==> config.mk <==
export PLATFORM = sky130hd
export DESIGN_NAME = bsl_lane_link
export DESIGN_NICKNAME = d
export VERILOG_FILES = /design/src/rtl/bsl_pkg.sv /design/src/rtl/bsl_tx_lane.sv /design/src/rtl/bsl_tx_ser.sv /design/src/rtl/bsl_rx_lane.sv /design/src/rtl/bsl_rx_des.sv /design/src/rtl/bsl_lane_link.sv
export SDC_FILE = /design/constraint.sdc
export NUM_CORES = 2
export LEC_CHECK = 0
export CAP_MARGIN = 15
export CORE_AREA = 4 4 327 329
export DETAILED_ROUTE_END_ITERATION = 8
export DIE_AREA = 0 0 331 333
export DONT_BUFFER_PORTS = 1
export SLEW_MARGIN = 20
export SYNTH_ARGS = -nofsm -noshare
export SYNTH_HDL_FRONTEND = slang
export SYNTH_SLANG_ARGS = --single-unit
export TNS_END_PERCENT = 1
==> constraint.sdc <==
create_clock -name clk -period 2.6 [get_ports clk]
set_clock_uncertainty 0.1 [all_clocks]
set_input_delay 0.13 -clock clk [delete_from_list [all_inputs] [get_ports clk]]
set_output_delay 0.13 -clock clk [all_outputs]
set_load 0.1 [all_outputs]
==> src/rtl/bsl_pkg.sv <==
package bsl_pkg;

    typedef enum logic {
        BLK_SHORT = 1'b0,
        BLK_LONG  = 1'b1
    } blk_len_e;

endpackage

==> src/rtl/bsl_tx_lane.sv <==
module bsl_tx_lane #(
    parameter int BL_S = 8,
    parameter int BL_L = 10
) (
    input  logic            clk,
    input  logic            rst_n,
    input  logic            load,
    input  logic            long_m,
    input  logic [BL_L-1:0] blk_l,
    input  logic [BL_S-1:0] blk_s,
    output logic            bit_o
);

    localparam int PAD = BL_L - BL_S;

    typedef struct packed {
        logic [BL_L-1:0] sr;
    } st_t;

    st_t st_d, st_q;

    always_comb begin
        st_d = st_q;
        if (load) begin
            if (long_m) st_d.sr = blk_l;
            else        st_d.sr = {{PAD{1'b0}}, blk_s};
        end else begin
            // drains with zeros, so an idle lane is low
            st_d.sr = {1'b0, st_q.sr[BL_L-1:1]};
        end
    end

    always_ff @(posedge clk or negedge rst_n) begin
        if (!rst_n) st_q <= '0;
        else        st_q <= st_d;
    end

    assign bit_o = st_q.sr[0];

endmodule

==> src/rtl/bsl_tx_ser.sv <==
module bsl_tx_ser
    import bsl_pkg::*;
#(
    parameter int NIO  = 38,
    parameter int BL_S = 8,
    parameter int BL_L = 10
) (
    input  logic              clk,
    input  logic              rst_n,
    input  logic              cfg_long,
    input  logic              in_valid,
    output logic              in_ready,
    input  logic [NIO*BL_L-1:0] in_data,
    output logic [NIO-1:0]    io_tx,
    output logic              io_sof,
    output logic              io_long,
    output logic              active
);

    localparam int CW = $clog2(BL_L + 1);
    localparam logic [CW-1:0] LAST_S = CW'(BL_S - 1);
    localparam logic [CW-1:0] LAST_L = CW'(BL_L - 1);

    typedef struct packed {
        logic            active;
        logic [CW-1:0]   cnt;
        blk_len_e        mode;
        logic            sof;
    } st_t;

    st_t  st_d, st_q;
    logic last_hit;
    logic load;

    always_comb begin
        last_hit = st_q.active &&
                   (st_q.cnt == ((st_q.mode == BLK_LONG) ? LAST_L : LAST_S));
        in_ready = !st_q.active || last_hit;
        load     = in_valid && in_ready;

        st_d = st_q;
        if (load) begin
            st_d.active = 1'b1;
            st_d.cnt    = '0;
            st_d.mode   = blk_len_e'(cfg_long);
            st_d.sof    = 1'b1;
        end else if (last_hit) begin
            st_d.active = 1'b0;
            st_d.cnt    = '0;
            st_d.mode   = BLK_SHORT;
            st_d.sof    = 1'b0;
        end else if (st_q.active) begin
            st_d.cnt    = CW'(st_q.cnt + 1'b1);
            st_d.sof    = 1'b0;
        end
    end

    always_ff @(posedge clk or negedge rst_n) begin
        if (!rst_n) st_q <= '0;
        else        st_q <= st_d;
    end

    assign io_sof  = st_q.sof;
    assign io_long = st_q.active && (st_q.mode == BLK_LONG);
    assign active  = st_q.active;

    for (genvar k = 0; k < NIO; k++) begin : g_lane
        bsl_tx_lane #(
            .BL_S (BL_S),
            .BL_L (BL_L)
        ) u_lane (
            .clk    (clk),
            .rst_n  (rst_n),
            .load   (load),
            .long_m (cfg_long),
            .blk_l  (in_data[k*BL_L +: BL_L]),
            .blk_s  (in_data[k*BL_S +: BL_S]),
            .bit_o  (io_tx[k])
        );
    end

endmodule

==> src/rtl/bsl_rx_lane.sv <==
module bsl_rx_lane #(
    parameter int BL_S = 8,
    parameter int BL_L = 10
) (
    input  logic            clk,
    input  logic            rst_n,
    input  logic            shift_en,
    input  logic            long_m,
    input  logic            bit_i,
    output logic [BL_L-1:0] blk_o
);

    localparam int PAD = BL_L - BL_S;

    typedef struct packed {
        logic [BL_L-1:0] sr;
    } st_t;

    st_t st_d, st_q;

    always_comb begin
        st_d = st_q;
        if (shift_en) begin
            // new bits enter at the top of the active block and move down
            if (long_m) st_d.sr = {bit_i, st_q.sr[BL_L-1:1]};
            else        st_d.sr = {{PAD{1'b0}}, bit_i, st_q.sr[BL_S-1:1]};
        end
    end

    always_ff @(posedge clk or negedge rst_n) begin
        if (!rst_n) st_q <= '0;
        else        st_q <= st_d;
    end

    assign blk_o = st_q.sr;

endmodule

==> src/rtl/bsl_rx_des.sv <==
module bsl_rx_des
    import bsl_pkg::*;
#(
    parameter int NIO  = 38,
    parameter int BL_S = 8,
    parameter int BL_L = 10
) (
    input  logic                clk,
    input  logic                rst_n,
    input  logic [NIO-1:0]      io_rx,
    input  logic                rx_sof,
    input  logic                rx_long,
    output logic                out_valid,
    output logic [NIO*BL_L-1:0] out_data
);

    localparam int CW = $clog2(BL_L + 1);
    localparam logic [CW-1:0] LAST_S = CW'(BL_S - 1);
    localparam logic [CW-1:0] LAST_L = CW'(BL_L - 1);

    typedef struct packed {
        logic          active;
        logic [CW-1:0] cnt;
        blk_len_e      mode;
        logic          valid;
    } st_t;

    st_t             st_d, st_q;
    logic            shift_en;
    logic            mode_now;
    logic            last_hit;
    logic [BL_L-1:0] lane_blk [NIO];

    always_comb begin
        shift_en = rx_sof || st_q.active;
        mode_now = rx_sof ? rx_long : (st_q.mode == BLK_LONG);
        last_hit = st_q.active &&
                   (st_q.cnt == ((st_q.mode == BLK_LONG) ? LAST_L : LAST_S));

        st_d       = st_q;
        st_d.valid = 1'b0;
        if (rx_sof) begin
            st_d.active = 1'b1;
            st_d.cnt    = CW'(1);
            st_d.mode   = blk_len_e'(rx_long);
        end else if (last_hit) begin
            st_d.active = 1'b0;
            st_d.cnt    = '0;
            st_d.valid  = 1'b1;
        end else if (st_q.active) begin
            st_d.cnt    = CW'(st_q.cnt + 1'b1);
        end
    end

    always_ff @(posedge clk or negedge rst_n) begin
        if (!rst_n) st_q <= '0;
        else        st_q <= st_d;
    end

    for (genvar k = 0; k < NIO; k++) begin : g_lane
        bsl_rx_lane #(
            .BL_S (BL_S),
            .BL_L (BL_L)
        ) u_lane (
            .clk      (clk),
            .rst_n    (rst_n),
            .shift_en (shift_en),
            .long_m   (mode_now),
            .bit_i    (io_rx[k]),
            .blk_o    (lane_blk[k])
        );
    end

    always_comb begin
        out_data = '0;
        if (st_q.valid) begin
            for (int k = 0; k < NIO; k++) begin
                if (st_q.mode == BLK_LONG) out_data[k*BL_L +: BL_L] = lane_blk[k];
                else                       out_data[k*BL_S +: BL_S] = lane_blk[k][BL_S-1:0];
            end
        end
    end

    assign out_valid = st_q.valid;

endmodule

==> src/rtl/bsl_lane_link.sv <==
module bsl_lane_link #(
    parameter int NIO  = 38,
    parameter int BL_S = 8,
    parameter int BL_L = 10
) (
    input  logic                clk,
    input  logic                rst_n,
    input  logic                cfg_long,
    input  logic                in_valid,
    output logic                in_ready,
    input  logic [NIO*BL_L-1:0] in_data,
    output logic [NIO-1:0]      io_tx,
    output logic                io_sof,
    output logic                io_long,
    input  logic [NIO-1:0]      io_rx,
    input  logic                rx_sof,
    input  logic                rx_long,
    output logic                out_valid,
    output logic [NIO*BL_L-1:0] out_data
);

    logic tx_active;

    bsl_tx_ser #(
        .NIO  (NIO),
        .BL_S (BL_S),
        .BL_L (BL_L)
    ) u_tx (
        .clk      (clk),
        .rst_n    (rst_n),
        .cfg_long (cfg_long),
        .in_valid (in_valid),
        .in_ready (in_ready),
        .in_data  (in_data),
        .io_tx    (io_tx),
        .io_sof   (io_sof),
        .io_long  (io_long),
        .active   (tx_active)
    );

    bsl_rx_des #(
        .NIO  (NIO),
        .BL_S (BL_S),
        .BL_L (BL_L)
    ) u_rx (
        .clk       (clk),
        .rst_n     (rst_n),
        .io_rx     (io_rx),
        .rx_sof    (rx_sof),
        .rx_long   (rx_long),
        .out_valid (out_valid),
        .out_data  (out_data)
    );

endmodule

* Word-level counts from Yosys, hierarchy flattened
Cells that the tools add are included.
Word-level totals: memory bits (read-only) 0, register bits 774, input bits 424, bits in writable memories 0, memories kept 0, output and inout bits 422, word-level logic and storage cells 277, latch bits 0
Cells by class: bitwise logic cells 0, shift operators 0, multipliers 0, reduce and logical (&&, ||, !) cells 11, mux-type cells 178, add/subtract/negate cells 2, divide/modulo/power cells 0, order comparisons 0, equal/unequal tests 2
Operators with widths (number):
- $mux W10 | 122
- $mux W380 | 1
- $mux W8 | 34
- $mux W4 | 8
- $mux W6 | 2
- $add A4 B1 Y4 const B | 2
- $eq A4 B4 Y1 | 2
- $mux W1 | 7
- $mux W7 | 1
- $reduce_bool A3 Y1 | 2
- $mux W5 | 1
- $logic_and A1 B1 Y1 | 4
- $mux W2 | 2
- $reduce_bool A2 Y1 | 2
- $logic_or A1 B1 Y1 | 2
- $logic_not A1 Y1 | 1

* Longest topological paths before layout
word-level depth 6, depth in mapped cells 8

* Cells and area by module
A second synthesis with hierarchy kept.
Second synthesis, totals: cells, all modules 3415, area, all modules 39276.4 um^2
By module, submodules not included:
- bsl_tx_lane | cells each 41, instances 38, area an instance 451.7 um^2, seq. area each 250.2 um^2
- bsl_rx_lane | cells each 27, instances 38, area an instance 401.6 um^2, seq. area each 250.2 um^2
- bsl_rx_des | cells each 792, instances 1, area an instance 6413.7 um^2, seq. area each 175.2 um^2
- bsl_tx_ser | cells each 39, instances 1, area an instance 436.7 um^2, seq. area each 175.2 um^2

* Worst setup path after synthesis
Ideal clock, no wire load.
path type flip-flop to output port, start point register u_rx.st_q (netlist bit u_rx.out_valid), end point output port out_data[112], arrival 3.109 ns, slack -0.739 ns, stages on the path, launching flop included 5, path buffers 3, path through dfrtp_1 > clkbuf_1 > clkbuf_1 > clkbuf_1 > nor2b_1
On the way: word-level cells in the longest chain between the ends 1
RTL lines:
- from (decl) | RTL line bsl_rx_des.sv:28 | st_t st_d, st_q;
- from (signal assigned) | RTL line bsl_rx_des.sv:57 | else st_q <= st_d;
- $mux W380 | RTL line bsl_rx_des.sv:76 | if (st_q.valid) begin
- to (decl) | RTL line bsl_lane_link.sv:19 | output logic [NIO*BL_L-1:0] out_data
Every way passes these cells.

* Final worst setup path
start point register u_rx.st_q[1] (netlist bit), end point output port out_data[152]
On the way: word-level cells in the longest chain between the ends 2
RTL lines:
- $mux W8 | RTL line bsl_rx_des.sv:78 | if (st_q.mode == BLK_LONG) out_data[k*BL_L +: BL_L] = lane_blk[k];
- $mux W380 | RTL line bsl_rx_des.sv:76
Every way passes these cells.

==> impl_metrics.yaml <==
placement:
  place_hpwl_um: 97200
  place.gp.congestion: 0.910
  io_buffers: 0
  pre_cts_ws_ns: 0.364
synth:
  synthCells: 4009
  syn_nets: 4435
  synth_ff_type: "dfrtp_1"
  yosysUniqueCellTypes: 42
  ys_seq_area_frac: 0.512
  syn_area_per_cell_sq_um: 9.43
  synthSimpleGateAreaFrac: 0.209
  synth_common_cells: "nand2_1 (1310), dfrtp_1 (774), mux2i_1 (631), o21ai_0 (416), nor2b_1 (298)"
  synth_edf_count: 0
  synth_seq_cells: 774
  synth_top_area_cell: "dfrtp_1"
  synthMuxAreaShare: 0.169
  synth-xor-area-share: 0.000463
  synthesis.area_sq_um: 37800
  synth-compound-area-share: 0.0670
  synth_most_common_cell: "nand2_1"
  ys_warn_count: 0
  synth_top_area_frac: 0.512
  synth.area.top_cells: "dfrtp_1 (51%), mux2i_1 (17%), nand2_1 (13%)"
  synth_top_family_by_area: "simple AND/OR/NAND/NOR gates"
  async_flop_share: 1.00
  synth_fa_ha_area_frac: 0.000662
pwr:
  p_per_area_nw_per_um2: 694
  peakVddDrop_mv: 0.531
  leakage_nw: 26.7
  finalPower_mw: 38.9
run:
  cap_violations: 0
floorplan:
  coreArea_sq_um: 103000
  die_width_um: 331
  io_pins: 846
  dieArea_sq_um: 110000
  rows: 118
  start_util: 0.365
  die-height_um: 333
clock_tree:
  clockBufferDepth: 3
  insertion_delay_ns: 0.67
  path_clk_slew_ns: 0.06
  cts_root_buf: "clkbuf_16"
  holdBufCountCts: 682
  cts_buffers: 87
  tritoncts: "done"
  htree_num_levels: 3
  clock-sinks: 774
sta:
  post-route-min-period_ns: 2.54
  tightest_slew_ns: 1.09
  finalSetupViolCount: 0
  hold_viol: 173
  finalWorstSetupSlack_ns: 0.0568
  max_freq_mhz: 393
  holdWs_ns: -0.685
  rsz0062_at_grt: "yes"
  finalSetupTns_ns: 0
  slew_violations: 0
  finalCritPeriodShare: 0.978
  timing.slew.headroom: 0.271
routing:
  wl_per_cell_um: 23.6
  ant_nets: 0
  drt_iter0_markers: 3063
  drc_errors: 0
  routed_wl_um: 151000
  dr.pass1.iters: 6
  via_per_inst: 5.34
  via_count: 34200
critical_path:
  cpMaxStageDelayCell: "dfrtp_4"
  slowest_delay_ns: 0.55
  critPathMaxFanout: 23
  critPathKind: "flop to primary output"
  critical_path_buf_inv_count: 3
  cp_common_cell: "buf_4"
  end_kind: "primary output"
  cp_data_arrival_time_ns: 2.31
  rrSetupSlack_ns: 0.06
  start_kind: "flop"
  required_ns: 2.37
  cp_top_family: "buffers and inverters"
  crit_chain: "buf_4 > buf_12 > mux2i_1 > nor2b_2 > buf_4"
global_routing:
  grt_max_degree: 775
  grt_overflow_total: 0
  antenna_found_initial: 24
  grt_pass1_wl_um: 222000
  track_usage: 0.262
  grt_pass1_vias: 34600
layout:
  fillCellCount: 8521
  drive_gt1_frac: 0.188
  fin_nets: 5356
  area_delta_synth_final_pct: 48.2
  seq_area_sq_um: 19400
  multi_input_area_sq_um: 17700
  final_core_util: 0.541
worst_hold_path:
  worstHoldPathType: "input port to async pin"
status:
  status: "finished with violations"
  violations: "negative hold slack"
==> worst paths after layout <==
kind,start,to,depth (start not counted)
setup / recovery,u_rx.st_q[1],out_data[152],5
max in group asynchronous,rst_n,u_tx.g_lane[22].u_lane.st_q[9],4
min in group clk,in_data[4],u_tx.g_lane[0].u_lane.st_q[4],2
hold reg to reg,u_tx.g_lane[18].u_lane.st_q[3],u_tx.g_lane[18].u_lane.st_q[2],2
hold / removal,rst_n,u_rx.g_lane[26].u_lane.blk_o[1],1
setup reg to reg,u_rx.st_q[1],u_rx.g_lane[30].u_lane.blk_o[9],7
==> sequential cells by signal, summed over array words and instances (netlist names) <==
signal,flops
u_tx.active,1
u_tx.g_lane.u_lane.st_q,380
u_tx.st_q,5
u_rx.out_valid,1
u_rx.st_q,6
u_rx.g_lane.u_lane.blk_o,380
u_tx.io_sof,1
==> repair_timing <==
item,4_1_cts,5_1_grt
setup buffers,4,0
gates resized for setup,1,16
setup endpoints to repair,250,37
hold endpoints to repair,1515,136
==> layout by cell type, fill, tap and decap left out, types with 2 or more instances in the layout <==
cell type / Yosys / routed
nor2_1: 7 / 5
bufinv_16: 0 / 5
dfrtp_4: 0 / 2
o221ai_1: 2 / 2
clkinv_2: 0 / 12
a221o_1: 30 / 30
nor2b_1: 298 / 2
nor2b_2: 0 / 293
mux2i_2: 0 / 2
clkbuf_16: 0 / 87
and3_1: 108 / 108
inv_1: 4 / 4
mux2_2: 6 / 6
clkbuf_1: 208 / 23
nor2_4: 0 / 2
nor4bb_1: 2 / 2
dfrtp_1: 774 / 772
clkbuf_8: 0 / 21
dlygate4sd3_1: 0 / 681
mux2_1: 2 / 2
mux2i_1: 631 / 628
clkinv_4: 0 / 2
nor2b_4: 0 / 3
nand2_1: 1310 / 1310
buf_16: 0 / 8
diode_2: 0 / 27
inv_6: 0 / 3
o21ai_0: 416 / 414
clkinv_16: 0 / 2
ha_1: 2 / 2
and2_1: 49 / 49
o21ai_1: 7 / 9
buf_12: 0 / 282
buf_4: 44 / 188
buf_6: 1 / 11
inv_16: 0 / 3
==> report_power, final <==
group,leakage (nW),total [mW],internal [mW],switching [mW]
Combinational,15.1,8.68,3.40,5.28
Clock,1.44,12.8,7.36,5.42
Sequential,10.2,17.4,14.6,2.78
Total,26.7,38.9,25.4,13.5
==> layout make-up <==
cell class | count | share of cell area
clock buffer | 131 | 0.0456
sequential | 774 | 0.346
timing repair buffer | 1170 | 0.254
multi-input combinational | 2893 | 0.316
clock inverter | 28 | 0.00681
tap | 1380 | 0.0308
antenna | 27 | 0.00121
inverter | 4 | 0.000268
==> cell families (layout without fill, tap and decap cells) <==
kind of cell,after synthesis,count (layout)
adder cells (fa/ha/maj),2,2
other,0,27
multiplexers,639,639
XOR/XNOR,2,2
AND/OR/NAND/NOR,1784,1784
buffers and inverters,342,1333
AO/OA/AOI/OAI,466,466
flip-flops,774,774
==> stage by stage <==
step                      cell area (sq um)  instances  hold WS [ns]
after floorplan                       38300       4009        -0.266
after global placement                45900       5530        -0.223
after detailed placement              45900       5530        -0.224
after CTS                             55700       6375        -0.964
after global routing                  56000       6395        -0.659
final                                 56000       6407        -0.685
==> routing by layer <==
metal | global-route usage | share of wire
met5 | 0 | 0.00018
met4 | 0.141 | 0.062
met3 | 0.0606 | 0.080
met2 | 0.446 | 0.49
met1 | 0.306 | 0.37
==> worst register-to-register path, cell delays in order (launching register included) <==
cell	delay, ns
dfrtp_4	0.58
buf_4	0.18
buf_6	0.15
mux2i_4	0.23
buf_12	0.23
buf_16	0.25
o21ai_0	0.13
dlygate4sd3_1	0.57
Note: power is estimated with default switching activity, not from simulation.
